### config.mk
export PLATFORM = sky130hd
export DESIGN_NAME = pwrkey_debounce
export DESIGN_NICKNAME = d
export VERILOG_FILES = /design/src/rtl/pwrkey_pkg.sv /design/src/rtl/pwrkey_sync.sv /design/src/rtl/pwrkey_filter.sv /design/src/rtl/pwrkey_irq.sv /design/src/rtl/pwrkey_debounce.sv
export SDC_FILE = /design/constraint.sdc
export NUM_CORES = 1
export LEC_CHECK = 0
export ABC_AREA = 1
export BUFFER_PORTS_ARGS = -buffer_cell sky130_fd_sc_hd__buf_2
export CAP_MARGIN = 10
export CORE_ASPECT_RATIO = 1.25
export CORE_MARGIN = 1.5
export CORE_UTILIZATION = 40
export CTS_BUF_LIST = sky130_fd_sc_hd__clkbuf_8
export DETAILED_ROUTE_END_ITERATION = 7
export PLACE_DENSITY = 0.6
export SETUP_SLACK_MARGIN = 0.15
export SYNTH_ARGS = -nofsm -noshare
export SYNTH_HDL_FRONTEND = slang
export SYNTH_SLANG_ARGS = --single-unit
### constraint.sdc
create_clock -name clk -period 1.9 [get_ports clk]
set_clock_uncertainty 0.05 [all_clocks]
set_input_delay 0.19 -clock clk [delete_from_list [all_inputs] [get_ports clk]]
set_output_delay 0.19 -clock clk [all_outputs]
set_load 0.005 [all_outputs]
### src/rtl/pwrkey_pkg.sv
package pwrkey_pkg;

    typedef enum logic [1:0] {
        SEL_IMMEDIATE = 2'd0,
        SEL_SHORT     = 2'd1,
        SEL_MID       = 2'd2,
        SEL_LONG      = 2'd3
    } dbnc_sel_e;

endpackage

### src/rtl/pwrkey_sync.sv
module pwrkey_sync #(
    parameter int STAGES    = 2,
    parameter bit RESET_VAL = 1'b1
) (
    input  logic clk,
    input  logic rst_n,
    input  logic async_i,
    output logic level_o
);
    typedef struct packed {
        logic [STAGES-1:0] chain;
    } sync_t;

    sync_t st_d, st_q;

    always_comb begin
        st_d = st_q;
        st_d.chain = {st_q.chain[STAGES-2:0], async_i};
    end

    always_ff @(posedge clk or negedge rst_n) begin
        if (!rst_n) begin
            st_q.chain <= {STAGES{RESET_VAL}};
        end else begin
            st_q <= st_d;
        end
    end

    assign level_o = st_q.chain[STAGES-1];
endmodule

### src/rtl/pwrkey_filter.sv
module pwrkey_filter
    import pwrkey_pkg::*;
#(
    parameter int TICKS_SHORT = 1024,
    parameter int TICKS_MID   = 4096,
    parameter int TICKS_LONG  = 24576
) (
    input  logic       clk,
    input  logic       rst_n,
    input  logic       tick_i,
    input  logic       pressed_i,
    input  logic [1:0] sel_i,
    output logic       stable_o,
    output logic       edge_o
);
    localparam int CW = $clog2(TICKS_LONG + 1);
    localparam logic [CW-1:0] LAST_SHORT = CW'(TICKS_SHORT - 1);
    localparam logic [CW-1:0] LAST_MID   = CW'(TICKS_MID - 1);
    localparam logic [CW-1:0] LAST_LONG  = CW'(TICKS_LONG - 1);

    typedef struct packed {
        logic          stable;
        logic [CW-1:0] cnt;
    } filt_t;

    filt_t     st_d, st_q;
    logic [CW-1:0] last_tick;
    logic      edge_d;

    // Press length depends on the setting; release is always short.
    always_comb begin
        last_tick = LAST_SHORT;
        if (!st_q.stable) begin
            unique case (dbnc_sel_e'(sel_i))
                SEL_MID:  last_tick = LAST_MID;
                SEL_LONG: last_tick = LAST_LONG;
                default:  last_tick = LAST_SHORT;
            endcase
        end
    end

    always_comb begin
        st_d   = st_q;
        edge_d = 1'b0;
        if (pressed_i == st_q.stable) begin
            st_d.cnt = '0;
        end else if (tick_i) begin
            if (st_q.cnt == last_tick) begin
                st_d.stable = pressed_i;
                st_d.cnt    = '0;
                edge_d      = 1'b1;
            end else begin
                st_d.cnt = st_q.cnt + 1'b1;
            end
        end
    end

    always_ff @(posedge clk or negedge rst_n) begin
        if (!rst_n) begin
            st_q <= '0;
        end else begin
            st_q <= st_d;
        end
    end

    assign stable_o = st_q.stable;
    assign edge_o   = edge_d;
endmodule

### src/rtl/pwrkey_irq.sv
module pwrkey_irq (
    input  logic clk,
    input  logic rst_n,
    input  logic set_i,
    input  logic clr_i,
    input  logic off_i,
    output logic flag_o
);
    typedef struct packed {
        logic flag;
    } irq_t;

    irq_t st_d, st_q;

    always_comb begin
        st_d = st_q;
        if (clr_i || off_i) begin
            st_d.flag = 1'b0;
        end
        if (set_i) begin
            st_d.flag = 1'b1;
        end
    end

    always_ff @(posedge clk or negedge rst_n) begin
        if (!rst_n) begin
            st_q <= '0;
        end else begin
            st_q <= st_d;
        end
    end

    assign flag_o = st_q.flag;
endmodule

### src/rtl/pwrkey_debounce.sv
module pwrkey_debounce
    import pwrkey_pkg::*;
#(
    parameter int TICKS_SHORT = 1024,
    parameter int TICKS_MID   = 4096,
    parameter int TICKS_LONG  = 24576,
    parameter int SYNC_STAGES = 2
) (
    input  logic       clk,
    input  logic       rst_n,
    input  logic       tick,
    input  logic       btn_n,
    input  logic [1:0] dbnc_sel,
    input  logic       irq_mask,
    input  logic       irq_clr,
    input  logic       off_entry,
    output logic       sense,
    output logic       turn_on_req,
    output logic       irq_flag,
    output logic       irq_out
);
    logic btn_level;
    logic pressed_sync;
    logic stable;
    logic edge_evt;

    pwrkey_sync #(
        .STAGES   (SYNC_STAGES),
        .RESET_VAL(1'b1)
    ) u_sync (
        .clk    (clk),
        .rst_n  (rst_n),
        .async_i(btn_n),
        .level_o(btn_level)
    );

    assign pressed_sync = ~btn_level;

    pwrkey_filter #(
        .TICKS_SHORT(TICKS_SHORT),
        .TICKS_MID  (TICKS_MID),
        .TICKS_LONG (TICKS_LONG)
    ) u_filter (
        .clk      (clk),
        .rst_n    (rst_n),
        .tick_i   (tick),
        .pressed_i(pressed_sync),
        .sel_i    (dbnc_sel),
        .stable_o (stable),
        .edge_o   (edge_evt)
    );

    pwrkey_irq u_irq (
        .clk   (clk),
        .rst_n (rst_n),
        .set_i (edge_evt),
        .clr_i (irq_clr),
        .off_i (off_entry),
        .flag_o(irq_flag)
    );

    assign sense       = pressed_sync;
    assign turn_on_req = (dbnc_sel_e'(dbnc_sel) == SEL_IMMEDIATE) ? pressed_sync : stable;
    assign irq_out     = irq_flag & ~irq_mask;
endmodule

Word-level counts from Yosys, hierarchy flattened
Index checks and enable logic that the tools add are counted.
{"block": "op_classes", "div_mod_pow": 0, "mul": 0, "n_shift": 0, "magnitude_cmp": 0, "add_sub_neg": 1, "eq_ne": 4, "reduce_logical": 5, "mux": 11, "bitwise_logic": 4}
{"op": "$mux W15", "n": 4}
{"op": "$pmux W15 S2", "n": 1}
{"op": "$add A15 B1 Y15 const B", "n": 1}
{"op": "$eq A15 B15 Y1", "n": 1}
{"op": "$mux W1", "n": 6}
{"op": "$eq A2 B2 Y1 const B", "n": 2}
{"op": "$reduce_bool A2 Y1", "n": 2}
{"op": "$not A1 Y1", "n": 3}
{"op": "$reduce_and A3 Y1", "n": 1}
{"op": "$logic_not A2 Y1", "n": 1}
{"op": "$and A1 B1 Y1", "n": 1}
{"op": "$eq A1 B1 Y1", "n": 1}
{"op": "$logic_or A1 B1 Y1", "n": 1}
{"block": "word_totals", "output_inout_bits": 4, "memories": 0, "word_cells": 29, "latchBits": 0, "ff_bits": 19, "ram_bits": 0, "romBits": 0}

Depth between registers and ports, before layout
Gate-level depths: netlist of the first run.
{"block": "depth", "depth_word": 8, "mapped_depth": 8, "depth_no_buf": 8}

Hierarchy
Synthesis of the first run repeated with hierarchy kept, for this count alone.
{"block": "hier_totals", "hier_cells": 173, "hier_area_um2": 1251.2}
{"module": "pwrkey_filter", "seq_area_each_um2": 400.4, "area_per_inst_um2": 1131.1, "n_inst": 1, "cells_each": 159}
{"module": "pwrkey_sync", "seq_area_each_um2": 52.6, "area_per_inst_um2": 52.6, "n_inst": 1, "cells_each": 2}
{"module": "pwrkey_irq", "seq_area_each_um2": 25.0, "area_per_inst_um2": 40.0, "n_inst": 1, "cells_each": 5}
{"module": "pwrkey_debounce", "seq_area_each_um2": 0.0, "area_per_inst_um2": 27.5, "n_inst": 1, "cells_each": 7}

Worst setup path after synthesis of the first run
No wires, ideal clock.
{"block": "synth_path", "path_type": "reg2reg", "start": "register u_filter.st_q[0] (netlist name)", "end": "register u_filter.st_q[10] (netlist name)", "path_stages_with_launch": 9, "t_required_ns": 1.726, "setup_ns": 0.124, "arrival_time_ns": 1.210, "period_less_slack_ns": 1.384, "n_path_buf": 0, "slack_ns": 0.516, "cell_sequence": "dfrtp_1 ha_1 nand2_2 nor2_4 nand2_2 nor2_4 nand3_4 nand2_4 o21bai_2"}
{"block": "synth_via", "elab_chain_len": 4, "elab_cells_between_ends": 5}
{"element": "start: declaration", "line": "pwrkey_filter.sv:26", "source": "filt_t st_d, st_q;"}
{"element": "start signal: assignment", "line": "pwrkey_filter.sv:62", "source": "st_q <= st_d;"}
{"element": "$add A15 B1 Y15 or $eq A15 B15 Y1 (tied branches)", "line": "pwrkey_filter.sv:53, pwrkey_filter.sv:48"}
{"element": "$mux W15 *", "line": "pwrkey_filter.sv:48", "source": "if (st_q.cnt == last_tick) begin"}
{"element": "$mux W15 *", "line": "pwrkey_filter.sv:47", "source": "end else if (tick_i) begin"}
{"element": "$mux W15 *", "line": "pwrkey_filter.sv:45", "source": "if (pressed_i == st_q.stable) begin"}
Every way passes the cells marked *; elsewhere a longest branch is shown, timed or not. The select of a mux whose other input is x is not followed.
A chain may end at the register's enable or synchronous reset.

Worst setup path after layout of the first run
{"block": "layout_path", "start": "register u_filter.st_q, in the netlist u_filter.stable_o", "end": "register u_filter.st_q, in the netlist u_filter.stable_o"}
{"block": "layout_via", "elab_chain_len": 3, "elab_cells_between_ends": 5}
{"element": "$mux W15 or $eq A1 B1 Y1 (tied branches)", "line": "pwrkey_filter.sv:33, pwrkey_filter.sv:45"}
{"element": "$eq A15 B15 Y1 or $not A1 Y1 (tied branches)"}
{"element": "$reduce_and A3 Y1 (no source line) *"}
Every way passes the cells marked *; elsewhere a longest branch is shown, timed or not.

==> metrics.txt, run 1 <==
# TYPE chip_impl_metric gauge
chip_impl_metric{name="drv.max_cap_violation_count",unit=""} 0
chip_impl_metric{name="area_growth",unit="%"} 12.9
chip_impl_metric{name="vdd_drop_max",unit="V"} 0.000520
chip_impl_metric{name="dpl_cell_area",unit="mm2"} 0.00133
chip_impl_metric{name="postSynthNetCount",unit=""} 171
chip_impl_info{name="slowest_cell_on_crit_path",value="sky130_fd_sc_hd__dfrtp_1"} 1
chip_impl_metric{name="coreArea",unit="mm2"} 0.00295
chip_impl_info{name="synth_top_family_by_area",value="simple AND/OR/NAND/NOR gates"} 1
chip_impl_metric{name="tritoncts.num_buffers",unit=""} 3
chip_impl_metric{name="gr-usage-all-layers",unit="%"} 17.3
chip_impl_metric{name="cp_data_arrival_time",unit="ns"} 1.66
chip_impl_metric{name="cts.repair_timing.setup_buffer_count",unit=""} 0
chip_impl_metric{name="antenna_cells_inserted",unit=""} 0
chip_impl_metric{name="final-max-slew-violation-count",unit=""} 0
chip_impl_info{name="path_cells",value="xnor2_2 > and2_1 > nand3_2 > nand2_1 > nand2_1"} 1
chip_impl_metric{name="post-place-ws",unit="ns"} 0.357
chip_impl_info{name="tritoncts_clock_tree",value="yes"} 1
chip_impl_info{name="nature_of_the_critical_path_endpoint",value="flip-flop"} 1
chip_impl_metric{name="hold_buf_cts",unit=""} 2
chip_impl_metric{name="gp_routability_congestion",unit=""} 0.861
chip_impl_metric{name="detail_route.iter0.violations",unit=""} 41
chip_impl_metric{name="tightest_slew",unit="ns"} 0.427
chip_impl_metric{name="yosysSeqAreaShare",unit="%"} 38.5
chip_impl_metric{name="detailed_route_vias_per_instance",unit=""} 5.11
chip_impl_info{name="root_buffer",value="sky130_fd_sc_hd__clkbuf_8"} 1
chip_impl_metric{name="final_util",unit="%"} 47.5
chip_impl_metric{name="fin_hold_ws",unit="ns"} 0.0403
chip_impl_metric{name="power.net_switching",unit="mW"} 0.180
chip_impl_metric{name="design_area",unit="mm2"} 0.00140
chip_impl_info{name="outcome",value="complete, no violations"} 1
chip_impl_metric{name="max_slew_margin",unit="%"} 71.6
chip_impl_metric{name="setup_violations",unit=""} 0
chip_impl_metric{name="final.min_clock_period",unit="ns"} 1.56
chip_impl_metric{name="clk_latency",unit="ns"} 0.26
chip_impl_metric{name="ys.warnings.count",unit=""} 0
chip_impl_metric{name="number_of_detailed_routing_iterations_run_before_antenna_repair",unit=""} 4
chip_impl_metric{name="power.share.clock",unit="%"} 37.2
chip_impl_metric{name="sw_frac_of_total",unit="%"} 23.7
chip_impl_metric{name="vias",unit=""} 1093
chip_impl_info{name="critical_path_class",value="flip-flop to flip-flop"} 1
chip_impl_metric{name="hpwl",unit="mm"} 1.95
chip_impl_metric{name="combinationalPowerShare",unit="%"} 7.9
chip_impl_metric{name="total_die_area",unit="mm2"} 0.00345
chip_impl_metric{name="maximum_clock_rate",unit="MHz"} 641
chip_impl_metric{name="grt_antenna_before_repair",unit=""} 0
chip_impl_metric{name="synth_xor_xnor_area_share",unit="%"} 6.26
chip_impl_metric{name="grt_start_max_net_pins",unit=""} 20
chip_impl_metric{name="post_cts.resized_instances",unit=""} 0
chip_impl_metric{name="timing.reg2reg.worst_path_depth",unit=""} 5
chip_impl_metric{name="globalRoute.totalOverflow",unit=""} 0
chip_impl_metric{name="port_buffers",unit=""} 12
chip_impl_metric{name="min_period_over_period",unit="%"} 82.1
chip_impl_metric{name="synthesis.area",unit="mm2"} 0.00124
chip_impl_metric{name="fin_setup_tns",unit="ns"} 0
chip_impl_metric{name="proportion_of_netlist_area_held_by_the_largest_area_contributor",unit="%"} 34.3
chip_impl_metric{name="hold_viol_final",unit=""} 0
chip_impl_metric{name="critical_path_cell_count",unit=""} 5
chip_impl_metric{name="drive_gt1_share",unit="%"} 21.3
chip_impl_info{name="path_delay_family",value="simple AND/OR/NAND/NOR gates"} 1
chip_impl_metric{name="cellPowerDensity",unit="mW/mm2"} 542
chip_impl_info{name="synth_top_area_cell",value="sky130_fd_sc_hd__dfrtp_1"} 1
chip_impl_metric{name="die_y",unit="um"} 65.3
chip_impl_metric{name="clock_pin_slew_on_the_worst_setup_and_hold_paths",unit="ns"} 0.07
chip_impl_metric{name="worst-endpoint-required",unit="ns"} 2.00
chip_impl_metric{name="via_count_of_the_first_global_routing_pass",unit=""} 1043
chip_impl_info{name="cpMostUsedCell",value="sky130_fd_sc_hd__nand2_1"} 1
chip_impl_metric{name="fin_ws",unit="ns"} 0.340
chip_impl_metric{name="start_util",unit="%"} 42.1
chip_impl_info{name="min-delay-path-class",value="input pin to flip-flop"} 1
chip_impl_metric{name="post_synth_inst_count",unit=""} 161
chip_impl_metric{name="synth.distinct_cells",unit=""} 23
chip_impl_info{name="synth_top_cells_by_area",value="sky130_fd_sc_hd__dfrtp_1 34%, sky130_fd_sc_hd__nand2_1 13%, sky130_fd_sc_hd__nand3_1 7.3%, sky130_fd_sc_hd__inv_1 6.1%, sky130_fd_sc_hd__nor2_1 5.8%"} 1
chip_impl_metric{name="final_cell_count_no_fill",unit=""} 214
chip_impl_metric{name="synth.avg_cell_area",unit="um2"} 7.70
chip_impl_info{name="setup.worst_path.start",value="u_filter.stable_o$_DFFE_PN0P_"} 1
chip_impl_metric{name="dpl.cell_count",unit=""} 208
chip_impl_info{name="worst_r2r_endpoint",value="u_filter.stable_o$_DFFE_PN0P_"} 1
chip_impl_metric{name="reg2reg_setup_slack",unit="ns"} 0.34
chip_impl_metric{name="synth_adder_area_share",unit="%"} 1.01
chip_impl_metric{name="drt-wirelength-per-cell",unit="um"} 11.7
chip_impl_metric{name="final.fill_count",unit=""} 278
chip_impl_metric{name="critPathMaxStageDelay",unit="ns"} 0.44
chip_impl_info{name="cp-start-kind",value="flip-flop"} 1
chip_impl_metric{name="post_synth_and_or_nand_nor_area_fraction",unit="%"} 38.8
chip_impl_metric{name="final_antenna_net_count",unit=""} 0
chip_impl_metric{name="cts.path.max_buffers",unit=""} 2
chip_impl_metric{name="critical_path.max_fanout",unit=""} 8
chip_impl_metric{name="floorplan.die.width",unit="um"} 52.8
chip_impl_metric{name="io_pins",unit=""} 13
chip_impl_metric{name="muxShareOfSynthArea",unit="%"} 0
chip_impl_metric{name="h-tree-depth",unit=""} 1
chip_impl_metric{name="synth_compound_gate_area_share",unit="%"} 8.07
chip_impl_metric{name="total_power",unit="mW"} 0.759
chip_impl_info{name="setup_repair_after_global_routing_missed_its_margin",value="no"} 1
chip_impl_metric{name="power.static_leakage",unit="nW"} 0.666
chip_impl_info{name="r2r-start",value="u_filter.stable_o$_DFFE_PN0P_"} 1
chip_impl_info{name="worstSetupEndpoint",value="u_filter.stable_o$_DFFE_PN0P_"} 1
chip_impl_metric{name="sequentialPowerShare",unit="%"} 55.0
chip_impl_metric{name="layout.nets",unit=""} 189
chip_impl_metric{name="grt_pass1_wl",unit="mm"} 4.46
chip_impl_metric{name="clkSinkCount",unit=""} 19
chip_impl_metric{name="postSynthRegisterBits",unit=""} 19
chip_impl_metric{name="internal-power",unit="mW"} 0.579
chip_impl_metric{name="drt-total-wl",unit="mm"} 2.51
chip_impl_metric{name="critPathBufInv",unit=""} 0
chip_impl_metric{name="std_cell_rows",unit=""} 22
chip_impl_metric{name="detail_route.drc_violations",unit=""} 0
[kinds of logic (layout without fill, tap and decap cells)]
kind of cell    count (synthesis)  in the layout
xor+xnor                        8              8
simple gates                   99             99
buf+inv                        22             39
compound gates                 12             12
flops                          19             19
fa+ha+maj                       1              1
[Yosys cell counts]
library cell and number:
sky130_fd_sc_hd__nand3_1 18, sky130_fd_sc_hd__ha_1 1, sky130_fd_sc_hd__dfrtp_1 17, sky130_fd_sc_hd__or2_2 1, sky130_fd_sc_hd__nand3_2 1, sky130_fd_sc_hd__nor2_4 4, sky130_fd_sc_hd__nor2_1 19, sky130_fd_sc_hd__and2_1 1
sky130_fd_sc_hd__o21bai_2 6, sky130_fd_sc_hd__nand2_4 1, sky130_fd_sc_hd__nand2_2 4, sky130_fd_sc_hd__dfstp_2 2, sky130_fd_sc_hd__nand3_4 1, sky130_fd_sc_hd__nand2_1 43, sky130_fd_sc_hd__o21ai_1 2, sky130_fd_sc_hd__o31ai_1 1
sky130_fd_sc_hd__buf_6 1, sky130_fd_sc_hd__xnor2_2 1, sky130_fd_sc_hd__inv_2 1, sky130_fd_sc_hd__o21ai_0 3, sky130_fd_sc_hd__nand4_1 6, sky130_fd_sc_hd__inv_1 20, sky130_fd_sc_hd__xor2_1 7
[per-layer routing]
metal	vias to the layer above	share of wire [%]	global-route usage (%)
met3	4	3.7	2.73
met5	-	0	0
met2	21	52	30.2
li1	547	-	-
met1	521	43	21.0
met4	0	1.4	6.09
[flip-flops by register name, indices dropped and copies added (netlist names)]
signal and flops:
u_filter.st_q 15, u_filter.stable_o 1, u_irq.flag_o 1, u_sync.st_q 2
[power groups by stage]
stage	clock, mW	sequential, mW	combinational [mW]
floorplan	0	0.424	0.0320
global placement	0	0.424	0.0586
detailed placement	0	0.425	0.0573
CTS	0.291	0.417	0.0609
global route	0.309	0.418	0.0679
finish	0.282	0.417	0.0596
[area by class of cell]
cell class	instances	area, um2	share of cell area (%)
clock buffers	3	41.3	2.95
clock inverters	1	5.00	0.357
inverters	21	78.8	5.63
multi-input cells	120	672	48.0
flip-flops and latches	19	478	34.1
well taps	36	45.0	3.22
repair buffers	14	80.1	5.72
[how the worst min path moves through the flow]
stage | start | end | slack [ns] | depth (start not counted)
4_1_cts | irq_clr | u_irq.flag_o$_DFFE_PN0P_ | 0.04 | 2
3_3_place_gp | rst_n | u_filter.st_q[9]$_DFFE_PN0P_ | 0.11 | 1
6_report | irq_clr | u_irq.flag_o$_DFFE_PN0P_ | 0.04 | 2
2_1_floorplan | rst_n | u_filter.st_q[0]$_DFFE_PN0P_ | -0.16 | 0
3_5_place_dp | rst_n | u_filter.st_q[9]$_DFFE_PN0P_ | 0.11 | 1
5_1_grt | irq_clr | u_irq.flag_o$_DFFE_PN0P_ | 0.04 | 2
[layout by cell type, fill, tap and decap left out]
cell type                       count
sky130_fd_sc_hd__nand3_4            1
sky130_fd_sc_hd__nor2_1            19
sky130_fd_sc_hd__clkinv_2           1
sky130_fd_sc_hd__dfrtp_1           17
sky130_fd_sc_hd__o21ai_1            2
sky130_fd_sc_hd__o21ai_0            3
sky130_fd_sc_hd__dlygate4sd3_1      2
sky130_fd_sc_hd__inv_1             20
sky130_fd_sc_hd__nand2_4            1
sky130_fd_sc_hd__nor2_4             4
sky130_fd_sc_hd__o31ai_1            1
sky130_fd_sc_hd__o21bai_2           6
sky130_fd_sc_hd__nand2_2            4
sky130_fd_sc_hd__inv_2              1
sky130_fd_sc_hd__xnor2_2            1
sky130_fd_sc_hd__nand2_1           43
sky130_fd_sc_hd__nand4_1            6
sky130_fd_sc_hd__or2_2              1
sky130_fd_sc_hd__and2_1             1
sky130_fd_sc_hd__buf_2             12
sky130_fd_sc_hd__dfstp_2            2
sky130_fd_sc_hd__xor2_1             7
sky130_fd_sc_hd__ha_1               1
sky130_fd_sc_hd__clkbuf_8           3
sky130_fd_sc_hd__nand3_1           18
sky130_fd_sc_hd__nand3_2            1
Note: power is estimated with default switching activity, not from simulation.
==> run 2, diff against run 1 <==
==> constraint.sdc (replaced) <==
create_clock -name clk -period 1.6 [get_ports clk]
set_clock_uncertainty 0.05 [all_clocks]
set_input_delay 0.16 -clock clk [delete_from_list [all_inputs] [get_ports clk]]
set_output_delay 0.16 -clock clk [all_outputs]
set_load 0.005 [all_outputs]
==> run 2 against run 1 <==
Effect of this change:
- sequential power is 19% higher
- via count is 7.1% higher
- core utilization rose by 6.5 points
- register-to-register slack got worse by 0.27 ns
- clock power grew 18%
- fmax is 1.7% higher
- highest routed layer unchanged
- critical path type unchanged
- clock-buffer cell count unchanged
- largest cell class unchanged
- sequential cell count stayed put
- wire length increased by 25%
- setup slack worse by 0.27 ns
==> metrics.txt, run 2 (synthesis results as in run 1) <==
# TYPE chip_impl_metric gauge
chip_impl_info{name="outcome",value="complete, no violations"} 1
chip_impl_metric{name="io_pins",unit=""} 13
chip_impl_metric{name="detail_route.iter0.violations",unit=""} 45
chip_impl_metric{name="coreArea",unit="mm2"} 0.00295
chip_impl_metric{name="max_slew_margin",unit="%"} 70.4
chip_impl_metric{name="hpwl",unit="mm"} 2.03
chip_impl_metric{name="min_period_over_period",unit="%"} 95.8
chip_impl_metric{name="drt-wirelength-per-cell",unit="um"} 13.9
chip_impl_metric{name="drv.max_cap_violation_count",unit=""} 0
chip_impl_metric{name="seqCellArea",unit="um2"} 479
chip_impl_info{name="setup_repair_after_global_routing_missed_its_margin",value="yes"} 1
chip_impl_metric{name="drt-total-wl",unit="mm"} 3.14
chip_impl_metric{name="maximum_clock_rate",unit="MHz"} 652
chip_impl_metric{name="globalRoute.totalOverflow",unit=""} 0
chip_impl_info{name="registers.top_by_ff_count",value="u_filter.st_q"} 1
chip_impl_metric{name="cp_data_arrival_time",unit="ns"} 1.62
chip_impl_info{name="slowest_cell_on_crit_path",value="sky130_fd_sc_hd__dfrtp_1"} 1
chip_impl_metric{name="vdd_drop_max",unit="V"} 0.000506
chip_impl_metric{name="dpl_cell_area",unit="mm2"} 0.00135
chip_impl_metric{name="tightest_slew",unit="ns"} 0.444
chip_impl_metric{name="final.fill_count",unit=""} 248
chip_impl_metric{name="tritoncts.num_buffers",unit=""} 3
chip_impl_metric{name="grt_antenna_before_repair",unit=""} 0
chip_impl_metric{name="clk_latency",unit="ns"} 0.26
chip_impl_metric{name="cellPowerDensity",unit="mW/mm2"} 581
chip_impl_metric{name="std_cell_rows",unit=""} 22
chip_impl_metric{name="critPathMaxStageDelay",unit="ns"} 0.40
chip_impl_metric{name="power.static_leakage",unit="nW"} 0.762
chip_impl_info{name="final_common_cell",value="sky130_fd_sc_hd__nand2_1"} 1
chip_impl_info{name="nature_of_the_critical_path_endpoint",value="flip-flop"} 1
chip_impl_info{name="path_cells",value="ha_4 > nand2_4 > nor2_4 > nand2_4 > nor2_4 > nand3_4 > nand2_8 > o21bai_2"} 1
chip_impl_metric{name="antenna_cells_inserted",unit=""} 0
chip_impl_metric{name="gr-usage-all-layers",unit="%"} 19.8
chip_impl_metric{name="final-max-slew-violation-count",unit=""} 0
chip_impl_metric{name="drive_gt1_share",unit="%"} 31.1
chip_impl_metric{name="fin_setup_tns",unit="ns"} 0
chip_impl_metric{name="total_die_area",unit="mm2"} 0.00345
chip_impl_metric{name="area_growth",unit="%"} 28.3
chip_impl_info{name="tritoncts_clock_tree",value="yes"} 1
chip_impl_metric{name="hold_viol_final",unit=""} 0
chip_impl_metric{name="gp_routability_congestion",unit=""} 0.807
chip_impl_metric{name="clock_pin_slew_on_the_worst_setup_and_hold_paths",unit="ns"} 0.06
chip_impl_metric{name="number_of_detailed_routing_iterations_run_before_antenna_repair",unit=""} 4
chip_impl_metric{name="h-tree-depth",unit=""} 1
chip_impl_metric{name="worst-endpoint-required",unit="ns"} 1.69
chip_impl_metric{name="largest_register_ffs",unit=""} 15
chip_impl_metric{name="grt_start_max_net_pins",unit=""} 20
chip_impl_info{name="regs_by_ff_count",value="u_filter.st_q (15), u_sync.st_q (2)"} 1
chip_impl_metric{name="clkSinkCount",unit=""} 19
chip_impl_info{name="final_cell_mix",value="42 x sky130_fd_sc_hd__nand2_1, 20 x sky130_fd_sc_hd__inv_1, 17 x sky130_fd_sc_hd__nor2_1"} 1
chip_impl_info{name="cp-start-kind",value="flip-flop"} 1
chip_impl_metric{name="critical_path.max_fanout",unit=""} 6
chip_impl_metric{name="multi_input_combinational_cell_area",unit="um2"} 754
chip_impl_metric{name="via_count_of_the_first_global_routing_pass",unit=""} 1148
chip_impl_metric{name="grt_pass1_wl",unit="mm"} 4.99
chip_impl_info{name="min-delay-path-class",value="input pin to flip-flop"} 1
chip_impl_metric{name="design_area",unit="mm2"} 0.00159
chip_impl_metric{name="floorplan.die.width",unit="um"} 52.8
chip_impl_metric{name="die_y",unit="um"} 65.3
chip_impl_metric{name="detailed_route_vias_per_instance",unit=""} 5.18
chip_impl_info{name="critical_path_class",value="flip-flop to flip-flop"} 1
chip_impl_metric{name="setup_violations",unit=""} 0
chip_impl_metric{name="final_antenna_net_count",unit=""} 0
chip_impl_metric{name="vias",unit=""} 1171
chip_impl_metric{name="final.min_clock_period",unit="ns"} 1.53
chip_impl_metric{name="layout.nets",unit=""} 201
chip_impl_metric{name="cts.path.max_buffers",unit=""} 2
chip_impl_metric{name="port_buffers",unit=""} 12
chip_impl_metric{name="start_util",unit="%"} 42.1
chip_impl_metric{name="detail_route.drc_violations",unit=""} 0
chip_impl_info{name="root_buffer",value="sky130_fd_sc_hd__clkbuf_8"} 1
run 2: what timing repair did:
item / CTS / global route
endpoints found under the setup margin: 13 / 17
hold buffers: 2 / 0
gates cloned: 0 / 0
gates resized for setup: 6 / 19
hold endpoints to repair: 18 / 0
setup buffers: 7 / 3
pin swaps: 4 / 6
run 2: per-layer routing:
| layer | vias to the layer above | part of all wire [%] | wire [um] | track usage, % |
|---|---|---|---|---|
| met5 | - | 0 | 0 | 0 |
| met1 | 562 | 42 | 1330 | 24.3 |
| met2 | 27 | 52 | 1620 | 33.3 |
| met3 | 13 | 2.7 | 85 | 2.95 |
| met4 | 0 | 3.3 | 104 | 9.29 |
| li1 | 569 | - | - | - |
run 2: final timing paths:
kind | start | end | slack (ns) | depth (start not counted)
min reg2reg | u_sync.st_q[0]$_DFF_PN1_ | u_sync.st_q[1]$_DFF_PN1_ | 0.31 | 0
min | irq_clr | u_irq.flag_o$_DFFE_PN0P_ | 0.02 | 2
min in group asynchronous | rst_n | u_filter.st_q[7]$_DFFE_PN0P_ | 0.32 | 2
max in group asynchronous | rst_n | u_sync.st_q[1]$_DFF_PN1_ | 0.84 | 2
max | u_filter.st_q[0]$_DFFE_PN0P_ | u_filter.st_q[10]$_DFFE_PN0P_ | 0.07 | 8
max reg2reg | u_filter.st_q[0]$_DFFE_PN0P_ | u_filter.st_q[10]$_DFFE_PN0P_ | 0.07 | 8
run 2: where the power goes:
group	switching (mW)	leakage, nW	internal [mW]
clock	0.162	0.0269	0.171
sequential	0.00759	0.255	0.490
combinational	0.0570	0.480	0.0361
total	0.227	0.762	0.697
run 2: layout make-up:
class	count	share of cell area, %
multi-input cells	120	47.4
flip-flops and latches	19	30.1
repair buffers	26	11.6
inverters	21	5.11
well taps	36	2.83
clock buffers	3	2.60
clock inverters	1	0.236
run 2: critical path, delay by kind of cell (launching register included):
kind	cells	cell delay (ns)
DFF	1	0.40
and+or+nand+nor	6	0.72
AOI/OAI and AO/OA	1	0.07
adders and majority gates	1	0.18
run 2: stage by stage:
step / hold WS [ns] / cells / util [%] / setup WS [ns] / power (mW)
after floorplan: -0.186 / 161 / - / 0.216 / 0.541
after global placement: 0.0718 / 210 / 45.8 / 0.0828 / 0.576
after detailed placement: 0.0794 / 210 / 45.8 / 0.0313 / 0.577
after CTS: 0.0206 / 223 / 50.5 / 0.130 / 0.916
after global routing: 0.0282 / 226 / 54.0 / 0.0165 / 0.959
final: 0.0186 / 226 / 54.0 / 0.0667 / 0.923
==> run 3, diff against run 2 <==
--- a/config.mk
+++ b/config.mk
@@ -11,7 +11,7 @@
 export CORE_ASPECT_RATIO = 1.25
 export CORE_MARGIN = 1.5
 export CORE_UTILIZATION = 40
-export CTS_BUF_LIST = sky130_fd_sc_hd__clkbuf_8
+export CTS_BUF_LIST = sky130_fd_sc_hd__clkbuf_4
 export DETAILED_ROUTE_END_ITERATION = 7
 export PLACE_DENSITY = 0.6
 export SETUP_SLACK_MARGIN = 0.15
==> run 3 against run 2 <==
Effect of this change:
- critical path type unchanged
- critical path depth is the same
- combinational power is 1% higher
- cell count is 0.88% lower
- hold slack better by 0.059 ns
- setup slack improved by 0.021 ns
- first-iteration DRC count is 24% lower
- global-route usage decreased by 0.23 points
- register-to-register slack better by 0.02 ns
- sequential cell count unchanged
- non-clock buffer count fell by 2
- core utilization fell by 2.4 points
- die area is the same
- largest power group unchanged
==> metrics.txt, run 3 (synthesis results as in run 1) <==
# TYPE chip_impl_metric gauge
chip_impl_metric{name="max_slew_margin",unit="%"} 71.1
chip_impl_metric{name="via_count_of_the_first_global_routing_pass",unit=""} 1124
chip_impl_metric{name="vias",unit=""} 1151
chip_impl_info{name="final_common_cell",value="sky130_fd_sc_hd__nand2_1"} 1
chip_impl_metric{name="hold_viol_final",unit=""} 0
chip_impl_metric{name="final_antenna_net_count",unit=""} 0
chip_impl_metric{name="setup_violations",unit=""} 0
chip_impl_metric{name="detail_route.iter0.violations",unit=""} 34
chip_impl_metric{name="die_y",unit="um"} 65.3
chip_impl_metric{name="start_util",unit="%"} 42.1
chip_impl_metric{name="largest_register_ffs",unit=""} 15
chip_impl_metric{name="number_of_detailed_routing_iterations_run_before_antenna_repair",unit=""} 5
chip_impl_metric{name="detail_route.drc_violations",unit=""} 0
chip_impl_info{name="root_buffer",value="sky130_fd_sc_hd__clkbuf_4"} 1
chip_impl_metric{name="timing.reg2reg.worst_path_depth",unit=""} 8
chip_impl_metric{name="antenna_cells_inserted",unit=""} 0
chip_impl_metric{name="hpwl",unit="mm"} 2.03
chip_impl_metric{name="final_util",unit="%"} 51.6
chip_impl_metric{name="fin_hold_ws",unit="ns"} 0.0780
chip_impl_metric{name="cellPowerDensity",unit="mW/mm2"} 564
chip_impl_metric{name="grt_antenna_before_repair",unit=""} 0
chip_impl_info{name="cp-start-kind",value="flip-flop"} 1
chip_impl_metric{name="clkSinkCount",unit=""} 19
chip_impl_metric{name="clock_pin_slew_on_the_worst_setup_and_hold_paths",unit="ns"} 0.11
chip_impl_metric{name="hold-path-cell-count",unit=""} 3
chip_impl_metric{name="power.share.clock",unit="%"} 31.3
chip_impl_metric{name="critical_path.max_fanout",unit=""} 6
chip_impl_metric{name="reg2reg_setup_slack",unit="ns"} 0.09
chip_impl_metric{name="combinationalPowerShare",unit="%"} 11.0
chip_impl_metric{name="fin_setup_tns",unit="ns"} 0
chip_impl_metric{name="layout.nets",unit=""} 199
chip_impl_metric{name="drv.max_cap_violation_count",unit=""} 0
chip_impl_metric{name="globalRoute.totalOverflow",unit=""} 0
chip_impl_metric{name="detailed_route_vias_per_instance",unit=""} 5.14
chip_impl_metric{name="gr-usage-all-layers",unit="%"} 19.5
chip_impl_metric{name="dpl.cell_count",unit=""} 210
chip_impl_metric{name="worst-endpoint-required",unit="ns"} 1.74
chip_impl_metric{name="internal-power",unit="mW"} 0.641
chip_impl_info{name="min-delay-path-class",value="input pin to flip-flop"} 1
chip_impl_metric{name="port_buffers",unit=""} 12
chip_impl_info{name="hold_crit_endpoint",value="u_filter.st_q[6]$_DFFE_PN0P_"} 1
chip_impl_metric{name="final_cell_count_no_fill",unit=""} 224
chip_impl_metric{name="vdd_drop_max",unit="V"} 0.000382
chip_impl_metric{name="final.min_clock_period",unit="ns"} 1.51
chip_impl_metric{name="total_power",unit="mW"} 0.858
chip_impl_metric{name="sw_frac_of_total",unit="%"} 25.2
chip_impl_metric{name="coreArea",unit="mm2"} 0.00295
chip_impl_metric{name="tritoncts.num_buffers",unit=""} 3
chip_impl_metric{name="clk_latency",unit="ns"} 0.31
chip_impl_metric{name="io_pins",unit=""} 13
chip_impl_metric{name="floorplan.die.width",unit="um"} 52.8
chip_impl_info{name="regs_by_ff_count",value="u_filter.st_q (15), u_sync.st_q (2)"} 1
chip_impl_metric{name="cts.path.max_buffers",unit=""} 2
chip_impl_metric{name="h-tree-depth",unit=""} 1
chip_impl_metric{name="final-max-slew-violation-count",unit=""} 0
chip_impl_metric{name="drive_gt1_share",unit="%"} 28.2
chip_impl_metric{name="cp_data_arrival_time",unit="ns"} 1.66
chip_impl_metric{name="grt_pass1_wl",unit="mm"} 4.95
chip_impl_metric{name="total_die_area",unit="mm2"} 0.00345
chip_impl_info{name="registers.top_by_ff_count",value="u_filter.st_q"} 1
chip_impl_metric{name="power.net_switching",unit="mW"} 0.216
chip_impl_metric{name="gp_routability_congestion",unit=""} 0.807
chip_impl_info{name="hold_path_startpoint",value="tick"} 1
chip_impl_metric{name="std_cell_rows",unit=""} 22
chip_impl_info{name="worst_r2r_endpoint",value="u_filter.st_q[10]$_DFFE_PN0P_"} 1
chip_impl_info{name="setup_repair_after_global_routing_missed_its_margin",value="yes"} 1
chip_impl_metric{name="grt_start_max_net_pins",unit=""} 20
chip_impl_metric{name="drt-wirelength-per-cell",unit="um"} 12.9
chip_impl_metric{name="power.static_leakage",unit="nW"} 0.720
chip_impl_metric{name="area_growth",unit="%"} 22.6
chip_impl_metric{name="tightest_slew",unit="ns"} 0.434
chip_impl_metric{name="drt-total-wl",unit="mm"} 2.90
chip_impl_metric{name="sequentialPowerShare",unit="%"} 57.7
chip_impl_info{name="outcome",value="complete, no violations"} 1
chip_impl_info{name="critical_path_class",value="flip-flop to flip-flop"} 1
chip_impl_info{name="final_cell_mix",value="43 x sky130_fd_sc_hd__nand2_1, 19 x sky130_fd_sc_hd__inv_1, 17 x sky130_fd_sc_hd__nor2_1, 17 x sky130_fd_sc_hd__nand3_1, 16 x sky130_fd_sc_hd__dfrtp_1"} 1
chip_impl_info{name="r2r-start",value="u_filter.st_q[0]$_DFFE_PN0P_"} 1
chip_impl_info{name="nature_of_the_critical_path_endpoint",value="flip-flop"} 1
chip_impl_metric{name="maximum_clock_rate",unit="MHz"} 661
chip_impl_info{name="tritoncts_clock_tree",value="yes"} 1
chip_impl_metric{name="min_period_over_period",unit="%"} 94.5
[run 3: changes by cell type in the layout (fill, tap and decap cells not counted), sizes merged]
cell         change
inv              -1
dlygate4sd3      +2
buf              -4
clkbuf           +1
[run 3: layout make-up]
type	count	area, um2
fill	270	1430
tap	36	45.0
inverter	21	81.3
clock buffer	4	30.0
sequential	19	479
multi-input combinational	120	724
timing repair buffer	24	160
[run 3: per-stage QoR]
step | instance area (um2) | setup slack, ns
floorplan | 1240 | 0.216
global placement | 1350 | 0.0828
detailed placement | 1350 | 0.0313
CTS | 1480 | 0.124
global route | 1520 | 0.0211
finish | 1520 | 0.0877
[run 3: worst max path at each step]
| stage | from | cells past startpoint | slack [ns] | to |
|---|---|---|---|---|
| floorplan | u_filter.st_q[0]$_DFFE_PN0P_ | 8 | 0.22 | u_filter.st_q[10]$_DFFE_PN0P_ |
| global placement | u_filter.st_q[0]$_DFFE_PN0P_ | 8 | 0.08 | u_filter.st_q[3]$_DFFE_PN0P_ |
| detailed placement | u_filter.st_q[0]$_DFFE_PN0P_ | 8 | 0.03 | u_filter.st_q[14]$_DFFE_PN0P_ |
| CTS | u_filter.st_q[1]$_DFFE_PN0P_ | 8 | 0.12 | u_filter.st_q[9]$_DFFE_PN0P_ |
| global route | u_filter.st_q[0]$_DFFE_PN0P_ | 8 | 0.02 | u_filter.st_q[10]$_DFFE_PN0P_ |
| finish | u_filter.st_q[0]$_DFFE_PN0P_ | 8 | 0.09 | u_filter.st_q[10]$_DFFE_PN0P_ |
[run 3: power by group through the flow]
stage	registers [mW]	logic, mW	clock network (mW)
2_1_floorplan	0.503	0.0380	0
3_3_place_gp	0.504	0.0719	0
3_5_place_dp	0.504	0.0727	0
4_1_cts	0.494	0.0888	0.273
5_1_grt	0.496	0.104	0.292
6_report	0.495	0.0942	0.268
[run 3: per-layer routing]
metal  routed length, um  track usage, %  vias to the layer above
met5                   0               0                        -
met4                  61            8.33                        0
met3                  96            2.95                        8
met2                1520            33.3                       24
met1                1220            24.0                      550
li1                    -               -                      569
[run 3: worst max-delay path, cell delays in order (launching register included)]
cell and delay [ns]:
sky130_fd_sc_hd__dfrtp_1 0.38, sky130_fd_sc_hd__ha_2 0.20, sky130_fd_sc_hd__nand2_2 0.08, sky130_fd_sc_hd__nor2_4 0.15, sky130_fd_sc_hd__nand2_4 0.08, sky130_fd_sc_hd__nor2_4 0.12, sky130_fd_sc_hd__nand3_4 0.14, sky130_fd_sc_hd__nand2_8 0.14
sky130_fd_sc_hd__o21bai_2 0.06
[run 3: repair_timing]
item | 4_1_cts | 5_1_grt
cloned | 0 | 0
pin swaps | 3 | 2
hold buffers | 4 | 0
endpoints found under the setup margin | 13 | 16
endpoints found under the hold margin | 19 | 0
gates resized for setup | 6 | 9
setup buffers | 5 | 1
